==> src/rtl/scr_pkg.sv <==
package scr_pkg;

  localparam int FRAME_W   = 16;
  localparam int ADDR_W    = 2;
  localparam int PAY_W     = FRAME_W - ADDR_W;
  localparam logic [ADDR_W-1:0] CTRL_ADDR = 2'b11;

  // payload bit positions, LSB = 0
  localparam int B_STCAL  = 0;
  localparam int B_CALSEL = 1;
  localparam int B_CALMD  = 3;
  localparam int B_CONV   = 4;
  localparam int B_MODE   = 5;
  localparam int B_RSEL   = 6;
  localparam int B_PWR    = 8;
  localparam int B_RSV    = 10;

  typedef enum logic [1:0] {
    RS_CONV     = 2'b00,
    RS_CONV_ALT = 2'b01,
    RS_CAL      = 2'b10,
    RS_STATUS   = 2'b11
  } rd_sel_e;

  typedef struct packed {
    logic [1:0] pwr;
    logic [1:0] rsel;
    logic       wire2;
    logic       calmd;
    logic [1:0] calsel;
  } ctrl_t;

  function automatic ctrl_t decode_ctrl(input logic [PAY_W-1:0] p);
    ctrl_t c;
    c.pwr    = p[B_PWR +: 2];
    c.rsel   = p[B_RSEL +: 2];
    c.wire2  = p[B_MODE];
    c.calmd  = p[B_CALMD];
    c.calsel = p[B_CALSEL +: 2];
    return c;
  endfunction

  function automatic logic reserved_clear(input logic [PAY_W-1:0] p);
    return p[PAY_W-1:B_RSV] == '0;
  endfunction

endpackage

==> src/rtl/scr_sampler.sv <==
module scr_sampler (
  input  logic clk,
  input  logic rst_n,
  input  logic sclk,
  input  logic sync_n,
  input  logic din,
  input  logic polarity,
  output logic sample_stb,
  output logic launch_stb,
  output logic sync_fall,
  output logic sync_rise,
  output logic sync_lvl,
  output logic din_s
);
  logic sclk_q, sclk_qq, sync_q, sync_qq;
  logic sclk_up, sclk_dn;

  always_ff @(posedge clk or negedge rst_n) begin
    if (!rst_n) begin
      sclk_q  <= 1'b0;
      sclk_qq <= 1'b0;
      sync_q  <= 1'b1;
      sync_qq <= 1'b1;
      din_s   <= 1'b0;
    end else begin
      sclk_q  <= sclk;
      sclk_qq <= sclk_q;
      sync_q  <= sync_n;
      sync_qq <= sync_q;
      din_s   <= din;
    end
  end

  assign sclk_up    = sclk_q & ~sclk_qq;
  assign sclk_dn    = ~sclk_q & sclk_qq;
  assign sample_stb = polarity ? sclk_up : sclk_dn;
  assign launch_stb = polarity ? sclk_dn : sclk_up;
  assign sync_fall  = sync_qq & ~sync_q;
  assign sync_rise  = ~sync_qq & sync_q;
  assign sync_lvl   = sync_q;
endmodule

==> src/rtl/scr_frame.sv <==
module scr_frame #(
  parameter int FRAME_W = scr_pkg::FRAME_W
) (
  input  logic               clk,
  input  logic               rst_n,
  input  logic               sample_stb,
  input  logic               launch_stb,
  input  logic               sync_fall,
  input  logic               sync_rise,
  input  logic               din_s,
  output logic               active,
  output logic               commit,
  output logic               tx_shift,
  output logic [FRAME_W-1:0] frame_word
);
  localparam int CNT_W = $clog2(FRAME_W + 1);
  localparam logic [CNT_W-1:0] LAST = CNT_W'(FRAME_W - 1);

  logic [CNT_W-1:0]   cnt;
  logic [FRAME_W-2:0] rx;

  always_ff @(posedge clk or negedge rst_n) begin
    if (!rst_n) begin
      active <= 1'b0;
      cnt    <= '0;
      rx     <= '0;
    end else if (sync_fall) begin
      active <= 1'b1;
      cnt    <= '0;
    end else if (active && sync_rise) begin
      active <= 1'b0;
    end else if (active && sample_stb) begin
      rx  <= {rx[FRAME_W-3:0], din_s};
      cnt <= cnt + 1'b1;
      if (cnt == LAST) active <= 1'b0;
    end
  end

  assign commit     = active && sample_stb && !sync_rise && !sync_fall && (cnt == LAST);
  assign frame_word = {rx, din_s};
  // first bit is presented at frame start; later bits after each sample
  assign tx_shift   = active && launch_stb && (cnt != '0);
endmodule

==> src/rtl/scr_regs.sv <==
module scr_regs
  import scr_pkg::*;
#(
  parameter int FRAME_W = scr_pkg::FRAME_W
) (
  input  logic               clk,
  input  logic               rst_n,
  input  logic               commit,
  input  logic [FRAME_W-1:0] frame_word,
  output ctrl_t              ctrl,
  output logic               conv_pulse,
  output logic               cal_pulse
);
  localparam int P_W = FRAME_W - ADDR_W;

  logic [ADDR_W-1:0] addr;
  logic [P_W-1:0]    payload;
  logic              write_hit;

  assign addr      = frame_word[FRAME_W-1 -: ADDR_W];
  assign payload   = frame_word[P_W-1:0];
  assign write_hit = commit && (addr == CTRL_ADDR) && reserved_clear(payload);

  always_ff @(posedge clk or negedge rst_n) begin
    if (!rst_n) begin
      ctrl       <= '0;
      conv_pulse <= 1'b0;
      cal_pulse  <= 1'b0;
    end else begin
      conv_pulse <= write_hit && payload[B_CONV];
      cal_pulse  <= write_hit && payload[B_STCAL];
      if (write_hit) ctrl <= decode_ctrl(payload);
    end
  end
endmodule

==> src/rtl/scr_tx.sv <==
module scr_tx
  import scr_pkg::*;
#(
  parameter int FRAME_W = scr_pkg::FRAME_W
) (
  input  logic               clk,
  input  logic               rst_n,
  input  logic               load,
  input  logic               shift,
  input  logic [1:0]         sel,
  input  logic [FRAME_W-1:0] conv_word,
  input  logic [FRAME_W-1:0] status_word,
  input  logic [FRAME_W-1:0] cal_word,
  output logic               dout
);
  logic [FRAME_W-1:0] shreg;

  function automatic logic [FRAME_W-1:0] pick_word(
    input logic [1:0] s, input logic [FRAME_W-1:0] cv,
    input logic [FRAME_W-1:0] st, input logic [FRAME_W-1:0] cl);
    case (rd_sel_e'(s))
      RS_STATUS: return st;
      RS_CAL:    return cl;
      default:   return cv;
    endcase
  endfunction

  always_ff @(posedge clk or negedge rst_n) begin
    if (!rst_n)     shreg <= '0;
    else if (load)  shreg <= pick_word(sel, conv_word, status_word, cal_word);
    else if (shift) shreg <= {shreg[FRAME_W-2:0], 1'b0};
  end

  assign dout = shreg[FRAME_W-1];
endmodule

==> src/rtl/serial_ctl_port.sv <==
module serial_ctl_port
  import scr_pkg::*;
#(
  parameter int FRAME_W = scr_pkg::FRAME_W
) (
  input  logic               clk,
  input  logic               rst_n,
  input  logic               sclk,
  input  logic               sync_n,
  input  logic               din,
  input  logic               polarity,
  input  logic [FRAME_W-1:0] conv_word,
  input  logic [FRAME_W-1:0] status_word,
  input  logic [FRAME_W-1:0] cal_word,
  output logic               dout,
  output logic               dout_oe,
  output logic [1:0]         pwr_mode,
  output logic [1:0]         rd_sel,
  output logic               two_wire_mode,
  output logic               cal_mode,
  output logic [1:0]         cal_sel,
  output logic               conv_start_pulse,
  output logic               cal_start_pulse
);
  logic sample_stb, launch_stb, sync_fall, sync_rise, sync_lvl, din_s;
  logic frame_active, frame_commit, tx_shift;
  logic [FRAME_W-1:0] frame_word;
  ctrl_t ctrl;

  scr_sampler u_sampler (
    .clk(clk), .rst_n(rst_n), .sclk(sclk), .sync_n(sync_n), .din(din),
    .polarity(polarity), .sample_stb(sample_stb), .launch_stb(launch_stb),
    .sync_fall(sync_fall), .sync_rise(sync_rise), .sync_lvl(sync_lvl),
    .din_s(din_s)
  );

  scr_frame #(.FRAME_W(FRAME_W)) u_frame (
    .clk(clk), .rst_n(rst_n), .sample_stb(sample_stb), .launch_stb(launch_stb),
    .sync_fall(sync_fall), .sync_rise(sync_rise), .din_s(din_s),
    .active(frame_active), .commit(frame_commit), .tx_shift(tx_shift),
    .frame_word(frame_word)
  );

  scr_regs #(.FRAME_W(FRAME_W)) u_regs (
    .clk(clk), .rst_n(rst_n), .commit(frame_commit), .frame_word(frame_word),
    .ctrl(ctrl), .conv_pulse(conv_start_pulse), .cal_pulse(cal_start_pulse)
  );

  scr_tx #(.FRAME_W(FRAME_W)) u_tx (
    .clk(clk), .rst_n(rst_n), .load(sync_fall), .shift(tx_shift),
    .sel(ctrl.rsel), .conv_word(conv_word), .status_word(status_word),
    .cal_word(cal_word), .dout(dout)
  );

  assign dout_oe       = ~sync_lvl;
  assign pwr_mode      = ctrl.pwr;
  assign rd_sel        = ctrl.rsel;
  assign two_wire_mode = ctrl.wire2;
  assign cal_mode      = ctrl.calmd;
  assign cal_sel       = ctrl.calsel;
endmodule

==> config.mk <==
export PLATFORM = sky130hd
export DESIGN_NAME = serial_ctl_port
export DESIGN_NICKNAME = d
export VERILOG_FILES = /design/src/rtl/scr_pkg.sv /design/src/rtl/scr_sampler.sv /design/src/rtl/scr_frame.sv /design/src/rtl/scr_regs.sv /design/src/rtl/scr_tx.sv /design/src/rtl/serial_ctl_port.sv
export SDC_FILE = /design/constraint.sdc
export NUM_CORES = 1
export LEC_CHECK = 0
export ABC_AREA = 0
export CAP_MARGIN = 40
export CORE_MARGIN = 2
export CORE_UTILIZATION = 25
export CTS_CLUSTER_DIAMETER = 100
export DETAILED_ROUTE_END_ITERATION = 16
export HOLD_SLACK_MARGIN = 0.06
export MAX_ROUTING_LAYER = met4
export PLACE_DENSITY = 0.42
export SLEW_MARGIN = 10
export SYNTH_ARGS = -nofsm -noshare
export SYNTH_HDL_FRONTEND = slang
export SYNTH_SLANG_ARGS = --single-unit
==> constraint.sdc <==
create_clock -name clk -period 2.8 [get_ports clk]
set_clock_uncertainty 0.1 [all_clocks]
set_input_delay 0.56 -clock clk [delete_from_list [all_inputs] [get_ports clk]]
set_output_delay 0.56 -clock clk [all_outputs]
set_load 0.01 [all_outputs]
### Word level (Yosys, flattened, before mapping)

Index checks and enable logic that the tools add are counted.

| word-level totals | value |
|---|---|
| register bits after elaboration | 52 |
| word-level logic and storage cells | 66 |

| cells by class | value |
|---|---|
| $add $sub $neg | 1 |
| equality and inequality tests | 5 |
| mux-type cells | 12 |
| bitwise operators | 10 |
| reduce and logical (&&, ||, !) cells | 22 |

Operator list:

| operator | count |
|---|---|
| 16-bit 2-to-1 mux | 2 |
| 16-bit one-hot mux with 2 select lines | 1 |
| 5-bit 2-to-1 mux | 3 |
| 1-bit logical AND | 11 |
| 2-bit == test (second input constant) | 3 |
| 1-bit 2-to-1 mux | 6 |
| 1-bit NOT | 6 |
| 3-bit nonzero test | 2 |
| 5-bit by 1-bit adder with 5-bit output (second input constant) | 1 |
| 5-bit by 4-bit == test with 1-bit output (second input constant) | 1 |
| 5-bit nonzero test | 1 |
| 1-bit bitwise AND | 4 |
| 4-bit logical NOT | 1 |
| 2-bit AND reduction | 2 |
| 2-bit nonzero test | 2 |
| 3-bit AND reduction | 1 |
| 1-bit logical NOT | 2 |
| 2-bit by 1-bit != test with 1-bit output (second input constant) | 1 |

### Logic depth before layout (Yosys ltp)

| depth | value |
|---|---|
| depth in word-level cells | 10 |
| mapped depth | 7 |
| gate-level depth less buffers | 6 |

### Cells and area by module

From an unflattened synthesis, not the netlist that was laid out.

| unflattened totals | value |
|---|---|
| cells, all modules | 195 |
| area total of the unflattened synthesis | 2581.2 um^2 |

Modules (own cells, without submodules):

| module | times used | cells an instance | area an instance (um^2) | sequential area each (um^2) |
|---|---|---|---|---|
| scr_tx | 1 | 91 | 1042.2 | 400.4 |
| scr_frame | 1 | 69 | 975.9 | 525.5 |
| scr_regs | 1 | 23 | 385.4 | 250.2 |
| scr_sampler | 1 | 11 | 173.9 | 127.6 |
| serial_ctl_port | 1 | 1 | 3.8 | 0.0 |

### Worst setup path after synthesis

No wires, ideal clock.

| timing path | value |
|---|---|
| kind | reg2reg |
| from | register u_frame.cnt[1] |
| to | register, netlist name u_regs.ctrl[0] |
| setup time | 0.125 ns |
| arrival time | 1.691 ns |
| slack | 0.884 ns |
| cell stages (with the launch flop) | 7 |
| cells stage by stage | dfrtp_1 > ha_1 > and3_1 > ha_1 > nor4b_1 > nand3_4 > mux2_2 |

| on the way | value |
|---|---|
| cells in the longest elaborated chain, start to end | 4 |

Ends and longest elaborated chain:

| element | RTL line | source |
|---|---|---|
| from (decl) | scr_frame.sv:19 | `logic [CNT_W-1:0] cnt;` |
| from (signal assigned) | scr_frame.sv:34 | `cnt <= cnt + 1'b1;` |
| 5-bit by 4-bit == test with 1-bit output | scr_frame.sv:39 | `assign commit = active && sample_stb && !sync_rise && !sync_fall && (cnt == LAST);` |
| 1-bit logical AND | scr_frame.sv:39 |  |
| 1-bit logical AND (2 in a row) | scr_regs.sv:22 | `assign write_hit = commit && (addr == CTRL_ADDR) && reserved_clear(payload);` |

No other way between the ends.
A chain may end at the register's enable or synchronous reset.

### Final worst setup path

| timing path | value |
|---|---|
| from | register u_frame.cnt[1] |
| to | register, netlist name u_regs.ctrl[7] |

| on the way | value |
|---|---|
| cells in the longest elaborated chain, start to end | 4 |

Ends and longest elaborated chain:

| element | RTL line |
|---|---|
| 5-bit by 4-bit == test with 1-bit output | scr_frame.sv:39 |
| 1-bit logical AND | scr_frame.sv:39 |
| 1-bit logical AND (2 in a row) | scr_regs.sv:22 |

No other way between the ends.

==> reports/qor.yml <==
place_congestion: 0.738
die_x_um: 106
dp.cells: 423
cts_resized: 0
worst_pin_slew_ns: 0.622
io_buffers: 65
grt_pass1_wl_mm: 9.64
hold_viol_final: 0
core_um2: 10200
drcViolationCount: 0
hold_ws_ns: 0.149
diodes: 0
route.vias.total: 1856
seq_area_um2: 1300
ys_types: 37
routed_wl_mm: 5.81
grt_antenna_before_repair: 0
max-cap-violations: 0
dp_hpwl_mm: 4.08
synth_top_area_share_pct: 48.3
clk_transition_reported_paths_ns: 0.10
relSlewSlack_pct: 58.1
setup_viol: 0
row_count: 37
stdcell_count: 431
cp.arrival_ns: 2.28
ios: 66
clockBufferDepth: 2
cpMostUsedCell: "ha_1"
grt_pass1_vias: 1860
start_kind: "register"
leakage_nw: 1.48
synth_nets: 287
synth-edff-count: 0
layout_commonest_cell: "clkdlybuf4s50_1"
synthFlopType: "dfrtp_1"
worst_path_max_delay_cell: "nor4b_1"
end_kind: "register"
critical_path.max_fanout: 10
cts-htree-levels: 2
grt-ovfl-total: 0
worstPathRequired_ns: 2.90
detail_route.vias_per_cell: 4.31
wl_per_cell_um: 13.5
cts_tree: "yes"
synthCells: 230
fillers: 1057
setup_tns_ns: 0
slowest_delay_ns: 0.44
final_cell_mix: "clkdlybuf4s50_1, dfrtp_1, mux2i_1, mux2_2, inv_1"
status: "complete, no violations"
first_pass_iters: 4
antenna_left: 0
drtIter0Drc: 69
rsz0062_at_grt: "false"
cp_cell_sequence: "ha_1 > and3_1 > ha_1 > nor4b_1 > nand3_4 > mux2_2"
clock_latency_ns: 0.30
grt_max_degree: 38
cts.sinks: 52
period_minus_slack_ns: 2.18
ys_async_sr_fraction_pct: 100
period_share_pct: 78.0
die_h_um: 106
holdBufCountCts: 0
fmax_mhz: 458
hp-class: "in -> async"
area_growth_pct: 34.7
netlist_top_cells_area: "dfrtp_1, mux2i_1, mux2_2, a211oi_1, inv_1"
ys_seq_elements: 52
syn_area_per_cell_um2: 11.3
nets: 351
initial_utilization_pct: 25.4
gr-usage-all-layers_pct: 11.0
cts-root-buf: "clkbuf_8"
yosys_warnings: 0
layout-drive-gt1-share_pct: 14.2
synthesis.area_um2: 2590
multi_input_area_um2: 1130
fin_util_pct: 34.3
cellPowerDensity_nw_per_um2: 564
numCtsBuffers: 5
peakVddDrop_uv: 219
post_cts_buffers: 0
die_area_um2: 11200
critical_path_class: "reg -> reg"
synth_area_leader_cell: "dfrtp_1"
total_power_mw: 1.97
drv_slew: 0
synth_seq_area_share_pct: 50.3
synthesized netlist by cell type (3+ instances only):
library cell  number
a211oi_1          15
a21oi_1           15
clkbuf_1           6
dfrtp_1           50
ha_1               3
inv_1             21
mux2_2            22
mux2i_1           30
nand2_1            5
nand3_1            3
nor2_1            20
o21ai_0            8
cell type report:
type	count	area share [%]
Timing Repair Buffer	70	19.9
Clock buffer	5	1.97
Sequential cell	52	37.3
Multi-Input combinational cell	144	32.3
Tap cell	136	4.87
Clock inverter	3	1.33
Inverter	21	2.26
kinds of logic after synthesis:
group,after synthesis,synth area share (%)
muxes,52,21.1
adders and majority gates,3,1.45
xor gates and xnor gates,2,0.676
buffers and inverters,34,6.18
DFF,52,50.3
AOI/OAI and AO/OA,44,10.9
and+or+nand+nor,43,9.37
worst paths after layout:
path / start / end / slack [ns] / depth (start not counted)
max in group asynchronous: rst_n / u_sampler.sync_lvl$_DFF_PN1_ / 1.81 / 2
worst max-delay path: u_frame.cnt[1]$_DFFE_PN0P_ / u_regs.ctrl[7]$_DFFE_PN0P_ / 0.62 / 6
worst min-delay path: rst_n / u_tx.shreg[3]$_DFFE_PN0P_ / 0.15 / 1
min in group clk: u_sampler.sync_lvl$_DFF_PN1_ / u_sampler.sync_qq$_DFF_PN1_ / 0.30 / 0
worst min register to register: u_sampler.sync_lvl$_DFF_PN1_ / u_sampler.sync_qq$_DFF_PN1_ / 0.30 / 0
worst max register to register: u_frame.cnt[1]$_DFFE_PN0P_ / u_regs.ctrl[7]$_DFFE_PN0P_ / 0.62 / 6
flip-flops by register name, summed over array words and instances, names as in the netlist, 5 cells and up:
register     count
u_frame.rx      15
u_frame.cnt      5
u_regs.ctrl      8
u_tx.shreg      16
metal layers:
layer / up-vias / wire, µm / global-route usage, % / share of wire [%]
met4: 0 / 55 / 2.54 / 0.95
met5: - / 0 / - / 0
met1: 863 / 2980 / 15.4 / 51
met3: 7 / 376 / 2.91 / 6.5
li1: 933 / - / - / -
met2: 53 / 2400 / 16.0 / 41
worst max-delay path: cells and delay by family, from the launching register on:
kind                       cells  cell delay (ns)
DFF                            1             0.41
adders and majority gates      2             0.38
muxes                          1             0.33
and+or+nand+nor                3             0.86
where the power goes:
group	internal (mW)	leakage (nW)	total, mW	switching [mW]
clock network	0.270	0.0548	0.534	0.264
registers	0.932	0.671	1.04	0.111
logic	0.232	0.751	0.393	0.161
total	1.43	1.48	1.97	0.536
through the flow:
step                setup slack (ns)  area, µm²
floorplan                      0.884       2590
global placement               0.341       3380
detailed placement             0.308       3380
CTS                            0.568       3490
global route                   0.418       3490
finish                         0.617       3490
Power figures use the tool's default switching activity.
